[src/rtl/cattr_pkg.sv]
package cattr_pkg;

    typedef enum logic [1:0] {
        REQ_LOAD  = 2'd0,
        REQ_STORE = 2'd1,
        REQ_SYNC  = 2'd2,
        REQ_ORDER = 2'd3
    } req_op_e;

    typedef enum logic [1:0] {
        BUS_READ     = 2'd0,
        BUS_WRITE    = 2'd1,
        BUS_FILL     = 2'd2,
        BUS_COPYBACK = 2'd3
    } bus_op_e;

    typedef struct packed {
        logic wt;   // write-through
        logic ci;   // cache inhibited
        logic coh;  // coherence required
        logic grd;  // guarded
    } attr_t;

    localparam logic [3:0] ATTR_UNTRANSLATED = 4'b0011;

    typedef enum logic [2:0] {
        ST_IDLE,
        ST_FLUSH,
        ST_SINGLE,
        ST_COPYBACK,
        ST_FILL
    } ctl_state_e;

endpackage

[src/rtl/cattr_resolve.sv]
module cattr_resolve
    import cattr_pkg::*;
(
    input  logic       xlate_on,
    input  logic [3:0] wimg_in,
    output attr_t      attr
);
    always_comb begin
        attr = xlate_on ? attr_t'(wimg_in) : attr_t'(ATTR_UNTRANSLATED);
    end
endmodule

[src/rtl/cattr_mergebuf.sv]
module cattr_mergebuf
    import cattr_pkg::*;
#(
    parameter int AW  = 32,
    parameter int DW  = 64,
    parameter int TMO = 16
) (
    input  logic                    clk,
    input  logic                    rst_n,
    input  logic                    wr_en,
    input  logic                    clr,
    input  logic                    idle_tick,
    input  logic [AW-$clog2(DW/8)-1:0] in_dword,
    input  logic [DW-1:0]           in_data,
    input  logic [DW/8-1:0]         in_be,
    input  attr_t                   in_attr,
    output logic                    vld,
    output logic [AW-$clog2(DW/8)-1:0] out_dword,
    output logic [DW-1:0]           out_data,
    output logic [DW/8-1:0]         out_be,
    output attr_t                   out_attr,
    output logic                    match,
    output logic                    expired
);
    localparam int BE = DW / 8;
    localparam int OFS = $clog2(BE);
    localparam int TW = $clog2(TMO + 1);

    typedef struct packed {
        logic              vld;
        logic [AW-OFS-1:0] dword;
        logic [DW-1:0]     data;
        logic [BE-1:0]     be;
        attr_t             attr;
        logic [TW-1:0]     cnt;
    } mb_s;

    mb_s mb_q, mb_d;

    always_comb begin
        mb_d    = mb_q;
        match   = mb_q.vld && (mb_q.dword == in_dword) && (mb_q.attr == in_attr);
        expired = mb_q.vld && (mb_q.cnt == TW'(TMO - 1));
        if (clr) begin
            mb_d.vld = 1'b0;
            mb_d.be  = '0;
            mb_d.cnt = '0;
        end else if (wr_en) begin
            for (int b = 0; b < BE; b++) begin
                if (in_be[b]) begin
                    mb_d.data[8*b +: 8] = in_data[8*b +: 8];
                end
            end
            mb_d.be    = (mb_q.vld ? mb_q.be : '0) | in_be;
            mb_d.vld   = 1'b1;
            mb_d.dword = in_dword;
            mb_d.attr  = in_attr;
            mb_d.cnt   = '0;
        end else if (idle_tick && mb_q.vld && !expired) begin
            mb_d.cnt = mb_q.cnt + TW'(1);
        end
    end

    always_ff @(posedge clk or negedge rst_n) begin
        if (!rst_n) begin
            mb_q <= '0;
        end else begin
            mb_q <= mb_d;
        end
    end

    assign vld       = mb_q.vld;
    assign out_dword = mb_q.dword;
    assign out_data  = mb_q.data;
    assign out_be    = mb_q.be;
    assign out_attr  = mb_q.attr;
endmodule

[src/rtl/cache_attr_ctrl.sv]
module cache_attr_ctrl
    import cattr_pkg::*;
#(
    parameter int AW         = 32,
    parameter int DW         = 64,
    parameter int LINE_BYTES = 32,
    parameter int TMO        = 16
) (
    input  logic            clk,
    input  logic            rst_n,
    input  logic            req_valid,
    output logic            req_ready,
    input  logic [1:0]      req_op,
    input  logic [AW-1:0]   req_addr,
    input  logic [DW-1:0]   req_data,
    input  logic [DW/8-1:0] req_be,
    input  logic [3:0]      req_wimg,
    input  logic            req_xlate,
    input  logic            cache_hit,
    input  logic            cache_dirty,
    input  logic [AW-1:0]   victim_addr,
    output logic            cache_upd,
    output logic            cache_alloc,
    output logic            attr_err,
    output logic            bus_valid,
    input  logic            bus_ready,
    output logic [1:0]      bus_op,
    output logic [AW-1:0]   bus_addr,
    output logic [DW-1:0]   bus_data,
    output logic [DW/8-1:0] bus_be,
    output logic [3:0]      bus_attr
);
    localparam int BE   = DW / 8;
    localparam int OFS  = $clog2(BE);
    localparam int LOFS = $clog2(LINE_BYTES);

    typedef struct packed {
        ctl_state_e state;
    } ctl_s;

    ctl_s    ctl_q, ctl_d;
    attr_t   eff;
    req_op_e op;
    bus_op_e bop;
    logic    is_store;

    logic              mb_wr, mb_clr, idle_tick;
    logic              mb_vld, mb_match, mb_expired;
    logic [AW-OFS-1:0] mb_dword;
    logic [DW-1:0]     mb_data;
    logic [BE-1:0]     mb_be;
    attr_t             mb_attr;

    cattr_resolve i_resolve (
        .xlate_on (req_xlate),
        .wimg_in  (req_wimg),
        .attr     (eff)
    );

    cattr_mergebuf #(.AW(AW), .DW(DW), .TMO(TMO)) i_mergebuf (
        .clk       (clk),
        .rst_n     (rst_n),
        .wr_en     (mb_wr),
        .clr       (mb_clr),
        .idle_tick (idle_tick),
        .in_dword  (req_addr[AW-1:OFS]),
        .in_data   (req_data),
        .in_be     (req_be),
        .in_attr   (eff),
        .vld       (mb_vld),
        .out_dword (mb_dword),
        .out_data  (mb_data),
        .out_be    (mb_be),
        .out_attr  (mb_attr),
        .match     (mb_match),
        .expired   (mb_expired)
    );

    assign op       = req_op_e'(req_op);
    assign is_store = (op == REQ_STORE);

    always_comb begin
        ctl_d       = ctl_q;
        req_ready   = 1'b0;
        cache_upd   = 1'b0;
        cache_alloc = 1'b0;
        attr_err    = 1'b0;
        mb_wr       = 1'b0;
        mb_clr      = 1'b0;
        idle_tick   = 1'b0;
        bus_valid   = 1'b0;
        bop         = BUS_READ;
        bus_addr    = '0;
        bus_data    = '0;
        bus_be      = '0;
        bus_attr    = '0;

        case (ctl_q.state)
            ST_IDLE: begin
                if (!req_valid) begin
                    idle_tick = 1'b1;
                    if (mb_expired) ctl_d.state = ST_FLUSH;
                end else begin
                    case (op)
                        REQ_LOAD: begin
                            if (mb_vld)         ctl_d.state = ST_FLUSH;
                            else if (eff.ci)    ctl_d.state = ST_SINGLE;
                            else if (cache_hit) req_ready   = 1'b1;
                            else ctl_d.state = cache_dirty ? ST_COPYBACK : ST_FILL;
                        end
                        REQ_STORE: begin
                            if (eff.ci) begin
                                if (!mb_vld || mb_match) begin
                                    req_ready = 1'b1;
                                    mb_wr     = 1'b1;
                                    attr_err  = cache_hit;
                                end else begin
                                    ctl_d.state = ST_FLUSH;
                                end
                            end else if (mb_vld) begin
                                ctl_d.state = ST_FLUSH;
                            end else if (eff.wt) begin
                                ctl_d.state = ST_SINGLE;
                            end else if (cache_hit) begin
                                req_ready = 1'b1;
                                cache_upd = 1'b1;
                            end else begin
                                ctl_d.state = cache_dirty ? ST_COPYBACK : ST_FILL;
                            end
                        end
                        REQ_SYNC: begin
                            if (mb_vld) ctl_d.state = ST_FLUSH;
                            else        req_ready   = 1'b1;
                        end
                        default: begin
                            if (mb_vld && mb_attr.grd) ctl_d.state = ST_FLUSH;
                            else                       req_ready   = 1'b1;
                        end
                    endcase
                end
            end
            ST_FLUSH: begin
                bus_valid = 1'b1;
                bop       = BUS_WRITE;
                bus_addr  = {mb_dword, {OFS{1'b0}}};
                bus_data  = mb_data;
                bus_be    = mb_be;
                bus_attr  = mb_attr;
                if (bus_ready) begin
                    mb_clr      = 1'b1;
                    ctl_d.state = ST_IDLE;
                end
            end
            ST_SINGLE: begin
                bus_valid = 1'b1;
                bop       = is_store ? BUS_WRITE : BUS_READ;
                bus_addr  = req_addr;
                bus_data  = is_store ? req_data : '0;
                bus_be    = req_be;
                bus_attr  = eff;
                if (bus_ready) begin
                    req_ready   = 1'b1;
                    cache_upd   = is_store && cache_hit && !eff.ci;
                    attr_err    = eff.ci && cache_hit;
                    ctl_d.state = ST_IDLE;
                end
            end
            ST_COPYBACK: begin
                bus_valid = 1'b1;
                bop       = BUS_COPYBACK;
                bus_addr  = victim_addr;
                bus_be    = '1;
                bus_attr  = eff;
                if (bus_ready) ctl_d.state = ST_FILL;
            end
            ST_FILL: begin
                bus_valid = 1'b1;
                bop       = BUS_FILL;
                bus_addr  = {req_addr[AW-1:LOFS], {LOFS{1'b0}}};
                bus_be    = '1;
                bus_attr  = eff;
                if (bus_ready) begin
                    req_ready   = 1'b1;
                    cache_alloc = 1'b1;
                    cache_upd   = is_store;
                    ctl_d.state = ST_IDLE;
                end
            end
            default: ctl_d.state = ST_IDLE;
        endcase
    end

    always_ff @(posedge clk or negedge rst_n) begin
        if (!rst_n) begin
            ctl_q.state <= ST_IDLE;
        end else begin
            ctl_q <= ctl_d;
        end
    end

    assign bus_op = bop;
endmodule

[config.mk]
export PLATFORM = sky130hd
export DESIGN_NAME = cache_attr_ctrl
export DESIGN_NICKNAME = d
export VERILOG_FILES = /design/src/rtl/cattr_pkg.sv /design/src/rtl/cattr_resolve.sv /design/src/rtl/cattr_mergebuf.sv /design/src/rtl/cache_attr_ctrl.sv
export SDC_FILE = /design/constraint.sdc
export NUM_CORES = 1
export LEC_CHECK = 0
export ABC_CLOCK_PERIOD_IN_PS = 4800
export BUFFER_PORTS_ARGS = -buffer_cell sky130_fd_sc_hd__buf_4
export CAP_MARGIN = 20
export CORE_UTILIZATION = 55
export CTS_BUF_LIST = sky130_fd_sc_hd__clkbuf_4
export CTS_CLUSTER_DIAMETER = 30
export DETAILED_ROUTE_END_ITERATION = 7
export PLACE_DENSITY_LB_ADDON = 0.1
export REMOVE_ABC_BUFFERS = 1
export SLEW_MARGIN = 40
export SYNTH_ARGS = -nofsm -noshare
export SYNTH_HDL_FRONTEND = slang
export SYNTH_SLANG_ARGS = --single-unit
[constraint.sdc]
create_clock -name clk -period 4.8 [get_ports clk]
set_input_delay 0.72 -clock clk [delete_from_list [all_inputs] [get_ports clk]]
set_output_delay 0.72 -clock clk [all_outputs]
set_load 0.005 [all_outputs]
==> impl_metrics.toml <==
[floorplan]
die_y_um = 115
core-area_um2 = 12200
initial_utilization = 0.576
dieArea_um2 = 13200
rows = 40
io-pin-count = 264
die-width_um = 115

[worst_setup_path]
critPathKind = "reg2out"
path_max_fanout = 63
r2r-end = "i_mergebuf.out_dword[2]"
end_kind = "output port"
crit_arrival_ns = 3.23
r2r-start = "ctl_q[1]"
required_ns = 4.08
reg2reg_slack_ns = 1.90
reg2reg_depth = 7
cp-start-kind = "flip-flop"

[logic_synthesis]
async_flop_share = 1.00
synth_cell_type_count = 53
syn_inst = 659
syn-cell-area_um2 = 7030
synth_seq_cells = 114
synth_top_area_frac = 0.406
yosys.area.top_type = "dfrtp_1"
yosysWarnings = 0
synth_ff_type = "dfrtp_1"
avgSynthCellArea_um2 = 10.7
synth_enable_flop_cells = 0
yosysSeqAreaShare = 0.406
synth.area.top_cells = "dfrtp_1, mux2_2, a22o_1, mux2_4, a22oi_1"

[sta]
fin_ws_ns = 0.851
slew-limit-headroom = 0.485
post-route-min-period_ns = 3.95
rsz0062_at_grt = "no"
worst_pin_slew_ns = 0.772
timing.fmax_mhz = 253
skew_ns = 0.0181
finalSetupViolations = 0
post-route-period-util = 0.823
hold_viol = 0
final_max_slew_viol_count = 0

[drt]
via_per_inst = 5.95
drt-pass1-iter-count = 5
vias = 6449
wire_per_inst_um = 18.6
drt_iter0_drc = 412
drcViolationCount = 0
detail-route-antenna-nets = 0
drt-total-wl_um = 20200

[layout]
syn_to_final_growth_pct = 34.0
design_area_um2 = 9420
multiInputGateArea_um2 = 3940
fillCellCount = 886
layout-drive-gt1-share = 0.491
regArea_um2 = 2860
nets = 1053
diodes = 0
final_cells = 1083

[clock_tree]
hold_buffers = 0
ctsResizeCount = 0
numCtsBuffers = 17
clock_path_buffers = 2
h-tree-depth = 4
clock_latency_ns = 0.55
root_buffer = "clkbuf_4"
cts_tree = "built"
clkSlewWorstSetupHoldPaths_ns = 0.11
post_cts_buffers = 0
clock-sinks = 114

[placed_design]
place.gp.congestion = 0.875
post-dp-hpwl_um = 14500
placed_cells = 1051
post-place-ws_ns = 1.13
portBuffers = 263
place_area_um2 = 9120

[hold_path]
hold_class = "in2async"

[power_and_ir_drop]
power_density_nw_per_um2 = 509
peakVddDrop_v = 0.000307
p_leak_nw = 4.63

[global_route]
track_usage = 0.316
antenna_found_initial = 0
grt_max_degree = 77
grt_pass1_vias = 6527
overflow = 0
grt_pass1_wl_um = 32300

[outcome]
status = "finished, final reports clean"

[job]
max-cap-violations = 0
-- worst max path at each step --
stage	from	to	slack (ns)	depth (start not counted)
floorplan	ctl_q[1]	bus_data[0]	-1.17	3
global placement	req_addr[31]	attr_err	1.22	8
detailed placement	req_addr[24]	attr_err	1.13	9
CTS	ctl_q[0]	bus_data[63]	0.83	6
global route	ctl_q[0]	bus_data[63]	0.61	6
finish	ctl_q[0]	bus_data[63]	0.85	6
-- cells by family after synthesis --
kind of cell | Yosys count | synth area share
AND/OR/NAND/NOR | 121 | 0.0844
flip-flops | 114 | 0.406
AO/OA/AOI/OAI | 200 | 0.206
buffers and inverters | 59 | 0.0376
XOR/XNOR | 35 | 0.0436
adder cells (fa/ha/maj) | 2 | 0.00356
multiplexers | 128 | 0.219
-- report_power, final --
group / switching, mW / internal, mW / total, mW
registers: 0.284 / 1.32 / 1.61
logic: 1.10 / 1.33 / 2.43
clock network: 0.392 / 0.364 / 0.757
-- flip-flops by register name, summed over array words and instances (netlist names) --
name                  cells
i_mergebuf.out_dword     29
i_mergebuf.out_be         8
i_mergebuf.mb_q           5
i_mergebuf.out_attr       4
ctl_q                     3
i_mergebuf.vld            1
i_mergebuf.out_data      64
-- final cells by class --
type	count	area share
well taps	168	0.0223
flip-flops and latches	114	0.303
repair buffers	274	0.221
clock buffers	18	0.0143
clock inverters	14	0.0173
inverters	9	0.00359
multi-input cells	486	0.419
-- cell usage after synthesis (all sizes together) (5+ instances only) --
cell and count:
mux2i 5, a21oi 19, nor2b 5, nand4 7, nor4 7, o21a 8, dfrtp 114, nor3 11
o21ai 54, xnor2 18, nor2 15, nand2 59, clkbuf 39, inv 9, xor2 17, a22o 64
buf 11, a22oi 32, mux2 123
-- worst max-delay path, cell delays in order, from the launching register on --
cell,delay (ns)
dfrtp_2,0.40
buf_4,0.62
nor2b_2,0.28
and2_2,0.66
buf_4,0.37
a22o_1,0.21
buf_4,0.12
-- layer usage --
layer,vias to the layer above,routed length (um),track usage
li1,2948,-,-
met5,-,0,0
met1,3174,7700,0.376
met2,281,10200,0.531
met4,0,561,0.120
met3,46,1700,0.105
-- placed cells by master (no fill, tap or decap), types with 4 or more instances in the layout --
| cell type | netlist | final |
|---|---|---|
| a21oi_1 | 19 | 19 |
| a22o_1 | 64 | 64 |
| a22oi_1 | 32 | 32 |
| a32oi_1 | 4 | 4 |
| buf_4 | 3 | 272 |
| clkbuf_4 | 0 | 18 |
| dfrtp_1 | 114 | 112 |
| inv_1 | 9 | 9 |
| mux2_2 | 96 | 96 |
| mux2_4 | 27 | 27 |
| mux2i_1 | 5 | 5 |
| nand2_1 | 59 | 59 |
| nand2b_1 | 4 | 4 |
| nand4_1 | 7 | 7 |
| nor2_1 | 14 | 13 |
| nor2b_1 | 5 | 4 |
| nor3_1 | 9 | 8 |
| nor4_1 | 6 | 6 |
| o21a_1 | 8 | 8 |
| o21ai_0 | 46 | 46 |
| o21ai_2 | 7 | 7 |
| o22ai_1 | 4 | 4 |
| xnor2_1 | 18 | 18 |
| xor2_1 | 17 | 17 |
-- stage by stage --
step	setup TNS [ns]	power (mW)	hold WS, ns	util
finish	0	4.79	0.155	0.771
global route	0	5.11	0.164	0.771
CTS	0	4.81	0.176	0.771
detailed placement	0	4.04	0.457	0.747
global placement	0	3.94	0.450	0.744
floorplan	-74.90	2.93	0.424	-
Power figures use the tool's default switching activity.
